--- src/rtl/pwm_aq_pkg.sv ---
package pwm_aq_pkg;
  typedef enum logic [1:0] {
    ACT_NONE = 2'b00,
    ACT_CLR  = 2'b01,
    ACT_SET  = 2'b10,
    ACT_TGL  = 2'b11
  } aq_act_e;

  typedef enum logic [1:0] {
    FRC_OFF  = 2'b00,
    FRC_LOW  = 2'b01,
    FRC_HIGH = 2'b10,
    FRC_OFF2 = 2'b11
  } aq_frc_e;

  localparam int ACT_W = 2;

  function automatic logic apply_act(input aq_act_e a, input logic lvl);
    case (a)
      ACT_CLR: apply_act = 1'b0;
      ACT_SET: apply_act = 1'b1;
      ACT_TGL: apply_act = ~lvl;
      default: apply_act = lvl;
    endcase
  endfunction
endpackage

--- src/rtl/pwm_aq_arbiter.sv ---
module pwm_aq_arbiter
  import pwm_aq_pkg::*;
#(
  parameter int NUM_EVT = 4
) (
  input  logic [NUM_EVT-1:0]       evt,
  input  logic [NUM_EVT*ACT_W-1:0] act_flat,
  output aq_act_e                  act_win
);
  logic [NUM_EVT-1:0] live;
  aq_act_e            act_arr [NUM_EVT];

  genvar gi;
  generate
    for (gi = 0; gi < NUM_EVT; gi++) begin : g_slot
      assign act_arr[gi] = aq_act_e'(act_flat[gi*ACT_W +: ACT_W]);
      assign live[gi]    = evt[gi] && (act_arr[gi] != ACT_NONE);
    end
  endgenerate

  // index 0 has the highest precedence: it is written last
  always_comb begin
    act_win = ACT_NONE;
    for (int i = NUM_EVT - 1; i >= 0; i--) begin
      if (live[i]) act_win = act_arr[i];
    end
  end


  win_from_live_chk: assert final ((live == '0) == (act_win == ACT_NONE));
endmodule

--- src/rtl/pwm_aq_level.sv ---
module pwm_aq_level
  import pwm_aq_pkg::*;
(
  input  logic    clk,
  input  logic    rst,
  input  aq_frc_e frc,
  input  aq_act_e act_win,
  output logic    lvl_q
);
  logic lvl_d;

  always_comb begin
    case (frc)
      FRC_LOW:  lvl_d = 1'b0;
      FRC_HIGH: lvl_d = 1'b1;
      default:  lvl_d = apply_act(act_win, lvl_q);
    endcase
  end

  always_ff @(posedge clk) begin
    if (rst) lvl_q <= 1'b0;
    else     lvl_q <= lvl_d;
  end


  reset_low_chk: assert property (@(posedge clk) rst |=> !lvl_q);

  force_low_chk: assert property (@(posedge clk) disable iff (rst)
    frc == FRC_LOW |=> !lvl_q);

  force_high_chk: assert property (@(posedge clk) disable iff (rst)
    frc == FRC_HIGH |=> lvl_q);
endmodule

--- src/rtl/pwm_aq_out.sv ---
module pwm_aq_out
  import pwm_aq_pkg::*;
(
  input  logic       clk,
  input  logic       rst,
  input  logic       ev_zero,
  input  logic       ev_period,
  input  logic       ev_cmp_up,
  input  logic       ev_cmp_dn,
  input  logic [1:0] act_zero,
  input  logic [1:0] act_period,
  input  logic [1:0] act_cmp_up,
  input  logic [1:0] act_cmp_dn,
  input  logic [1:0] force_mode,
  output logic       pwm_out
);
  localparam int NUM_EVT = 4;

  logic [NUM_EVT-1:0]       evt_vec;
  logic [NUM_EVT*ACT_W-1:0] act_vec;
  aq_act_e                  act_win;
  aq_frc_e                  frc;
  logic                     released;

  // precedence order: slot 0 highest
  assign evt_vec  = {ev_cmp_dn, ev_cmp_up, ev_period, ev_zero};
  assign act_vec  = {act_cmp_dn, act_cmp_up, act_period, act_zero};
  assign frc      = aq_frc_e'(force_mode);
  assign released = (frc == FRC_OFF) || (frc == FRC_OFF2);

  pwm_aq_arbiter #(.NUM_EVT(NUM_EVT)) u_arb (
    .evt      (evt_vec),
    .act_flat (act_vec),
    .act_win  (act_win)
  );

  pwm_aq_level u_lvl (
    .clk     (clk),
    .rst     (rst),
    .frc     (frc),
    .act_win (act_win),
    .lvl_q   (pwm_out)
  );


  hold_idle_chk: assert property (@(posedge clk) disable iff (rst)
    released && !(ev_zero && act_zero != 2'b00) && !(ev_period && act_period != 2'b00)
    && !(ev_cmp_up && act_cmp_up != 2'b00) && !(ev_cmp_dn && act_cmp_dn != 2'b00)
    |=> $stable(pwm_out));

  zero_set_wins_chk: assert property (@(posedge clk) disable iff (rst)
    released && ev_zero && act_zero == 2'b10 |=> pwm_out);

  zero_clr_wins_chk: assert property (@(posedge clk) disable iff (rst)
    released && ev_zero && act_zero == 2'b01 |=> !pwm_out);

  zero_tgl_chk: assert property (@(posedge clk) disable iff (rst)
    released && ev_zero && act_zero == 2'b11 |=> pwm_out != $past(pwm_out));
endmodule

--- config.mk ---
export PLATFORM = sky130hd
export DESIGN_NAME = pwm_aq_out
export DESIGN_NICKNAME = d
export VERILOG_FILES = /design/src/rtl/pwm_aq_pkg.sv /design/src/rtl/pwm_aq_arbiter.sv /design/src/rtl/pwm_aq_level.sv /design/src/rtl/pwm_aq_out.sv
export SDC_FILE = /design/constraint.sdc
export NUM_CORES = 1
export LEC_CHECK = 0
export CAP_MARGIN = 30
export CORE_AREA = 5 5 42 44
export CTS_BUF_LIST = sky130_fd_sc_hd__clkbuf_4 sky130_fd_sc_hd__clkbuf_8
export CTS_CLUSTER_DIAMETER = 80
export CTS_CLUSTER_SIZE = 12
export DETAILED_ROUTE_END_ITERATION = 10
export DIE_AREA = 0 0 47 49
export GPL_ROUTABILITY_DRIVEN = 0
export RECOVER_POWER = 50
export SYNTH_ARGS = -nofsm -noshare
export SYNTH_HDL_FRONTEND = slang
export SYNTH_SLANG_ARGS = --single-unit
--- constraint.sdc ---
create_clock -name clk -period 1.6 [get_ports clk]
set_input_delay 0.48 -clock clk [delete_from_list [all_inputs] [get_ports clk]]
set_output_delay 0.48 -clock clk [all_outputs]
set_load 0.005 [all_outputs]
==> results of run 1 <==
-- critical path, cell delays in order --
cell,delay (ns)
clkdlybuf4s50_1,0.44
a32o_2,0.29
a21oi_2,0.13
o32ai_2,0.08
-- path summary, 6_finish.rpt --
path	endpoint	startpoint	cells after the start	slack, ns
setup / recovery	u_lvl.lvl_q$_SDFFE_PP0P_	ev_cmp_dn	4	0.06
hold / removal	u_lvl.lvl_q$_SDFFE_PP0P_	u_lvl.lvl_q$_SDFFE_PP0P_	2	0.53
setup reg to reg	u_lvl.lvl_q$_SDFFE_PP0P_	u_lvl.lvl_q$_SDFFE_PP0P_	3	0.67
hold reg to reg	u_lvl.lvl_q$_SDFFE_PP0P_	u_lvl.lvl_q$_SDFFE_PP0P_	2	0.53
-- metrics by stage --
step                power (mW)  instances  worst slack (ns)  util, %
CTS                      0.118         54           0.00203     24.5
detailed placement       0.116         54            -0.202     23.8
finish                   0.118         54            0.0603     26.0
floorplan               0.0632         22             0.324        -
global placement         0.116         54            -0.184     23.8
global route             0.128         54           0.00241     26.0
-- kinds of logic (layout without fill, tap and decap cells) --
kind of cell | after synthesis | after routing
and+or+nand+nor | 10 | 10
AOI/OAI and AO/OA | 9 | 9
adders and majority gates | 1 | 1
DFF | 1 | 1
buffers and inverters | 1 | 17
-- power breakdown --
| part | switching (mW) | internal, mW | total, mW |
|---|---|---|---|
| Sequential | 0.00293 | 0.0289 | 0.0318 |
| Combinational | 0.0322 | 0.0540 | 0.0862 |
| Clock | 0 | 0 | 0 |
| Total | 0.0351 | 0.0829 | 0.118 |
-- routing by layer --
layer | GRT usage (%) | routed length (um) | vias up
li1 | - | - | 117
met1 | 5.65 | 198 | 105
met2 | 9.28 | 281 | 12
met3 | 1.48 | 97 | 0
met4 | 0 | 0 | 0
met5 | 0 | 0 | -
-- cell type report --
type                       instances  area (um2)
fill                             165        1040
multi-input combinational         20         155
inverter                           1        3.75
tap                               16        20.0
sequential                         1        20.0
timing repair buffer              16         165
-- Yosys cell counts --
library cell  instances
o21ai_0               1
o21ai_1               1
o211ai_1              1
dfxtp_1               1
inv_1                 1
nand3_1               2
o32ai_2               1
a211o_1               1
a21oi_2               1
a32o_1                1
ha_1                  1
a32oi_1               1
nand2_1               7
nor2_1                1
o21bai_1              1
-- timing repair --
action                                 4_1_cts  5_1_grt
resized for setup                            8        6
gates cloned                                 0        0
setup endpoints to repair                    1        1
pin swaps                                    4        4
endpoints found under the hold margin        0        0
buffers inserted                             0        0
hold buffers                                 0        0
==> results.md, run 1 <==
* HPWL after DPL at 463 um
* Post-Synth Adder-Cell Area at about 8%
* Leakage at 0.173 nW
* Post-synth top area share at between 10% and 20%
* Arrival @ worst endpoint at 1.41 ns
* Power Dens Cells at 324 mW/mm2
* Post-synth top area cell: nand2_1
* Gr usage total at 4.98%
* DRT iter0 DRCs at 6
* Routed wire length at 576 um
* HP Class: flop to flop
* Mux cell area share after synthesis at 0%
* IO Count at 17
* Crit-path max FO at 2
* Least-Margin Pin Slew at between 0.15 and 0.2 ns
* WL/cell at 10.7 um
* Vias per cell at around 4.3
* DP Area at 334 um2
* Setup TNS at 0 ns
* Max-Cap Viols at 0
* # port buffers at 16
* Layout cells sized above 1 at between 10% and 20%
* Synth Area in Compound Gates at just over 50%
* Die Wd at 47 um
* Gr ovfl total at 0
* # rows at 14
* DRC at 0
* F_max at about 650 MHz
* Antenna viol nets, final at 0
* Final hold violation count at 0
* Setup crit end kind: flop
* Peak supply drop at 64.2 uV
* # diodes at 0
* Clk_lat worst skew at 0 ns
* Clk slew on worst S/H paths at 0 ns
* Max reg flops at 1
* Largest regs: u_lvl.lvl_q (1)
* Largest net degree at the start of global routing at 5
* Post-Syn Area per Cell at 7.00 um2
* Commonest non-fill, non-tap cells in the layout: nand2_1 (7), clkdlybuf4s50_1 (7), dlygate4sd2_1 (4), dlymetal6s2s_1 (4), nand3_1 (2)
* Number of global-route vias before repair at 226
* Unrepaired setup endpoints after global routing: false
* Status: complete, no violations
* Yosys warnings at 0
* Layout net count at 57
* Fin crit period at 1.54 ns
* Slew HR at between 80% and 90%
* Die outline height at 49 um
* Core ar. at 0.00140 mm2
* Initial antenna violation count at 0
* CP Launch Type: input port
* Register area share after synthesis at 13.0%
* Final worst-path cycle share at 96.2%
* Largest Register: u_lvl.lvl_q
* Largest cells by area after synthesis: nand2_1 (17%), dfxtp_1 (13%), o32ai_2 (11%)
* Via Count at 234
* Design area at 364 um2
* Area Overhead vs Synth at 137%
* Die ar. at 0.00230 mm2
* Final Slew Violations at 0
* Synth Register Bits at 1
* Post-Synthesis Cells at 22
* Drt pass-1 iters at 3
* Clock skew at 0 ns
* First-pass GRT wire length at 903 um
* Synthesized area at 154 um2
* Initial Util at 11.0%
* XOR/XNOR share of the synthesized area at 0%
* Post-Syn Nets at 39
* WS Path Type: input port to flop
* Post-synth cell types at 15
* Post-Synth Simple-Gate Area at 26.0%
* WHS at between 0.5 and 0.6 ns
* Largest family of logic cells by synthesized area: compound AO/OA/AOI/OAI gates
* WP data required at 1.47 ns
* Setup Viol. Count Final at 0
Note: power is estimated with default switching activity, not from simulation.
==> run 2, diff against run 1 <==
--- a/config.mk
+++ b/config.mk
@@ -13,6 +13,7 @@
 export DETAILED_ROUTE_END_ITERATION = 10
 export DIE_AREA = 0 0 47 49
 export GPL_ROUTABILITY_DRIVEN = 0
+export HOLD_SLACK_MARGIN = 0.03
 export RECOVER_POWER = 50
 export SYNTH_ARGS = -nofsm -noshare
 export SYNTH_HDL_FRONTEND = slang
==> results of run 2 <==
Final layout, timing and power as in run 1 (identical DEF).
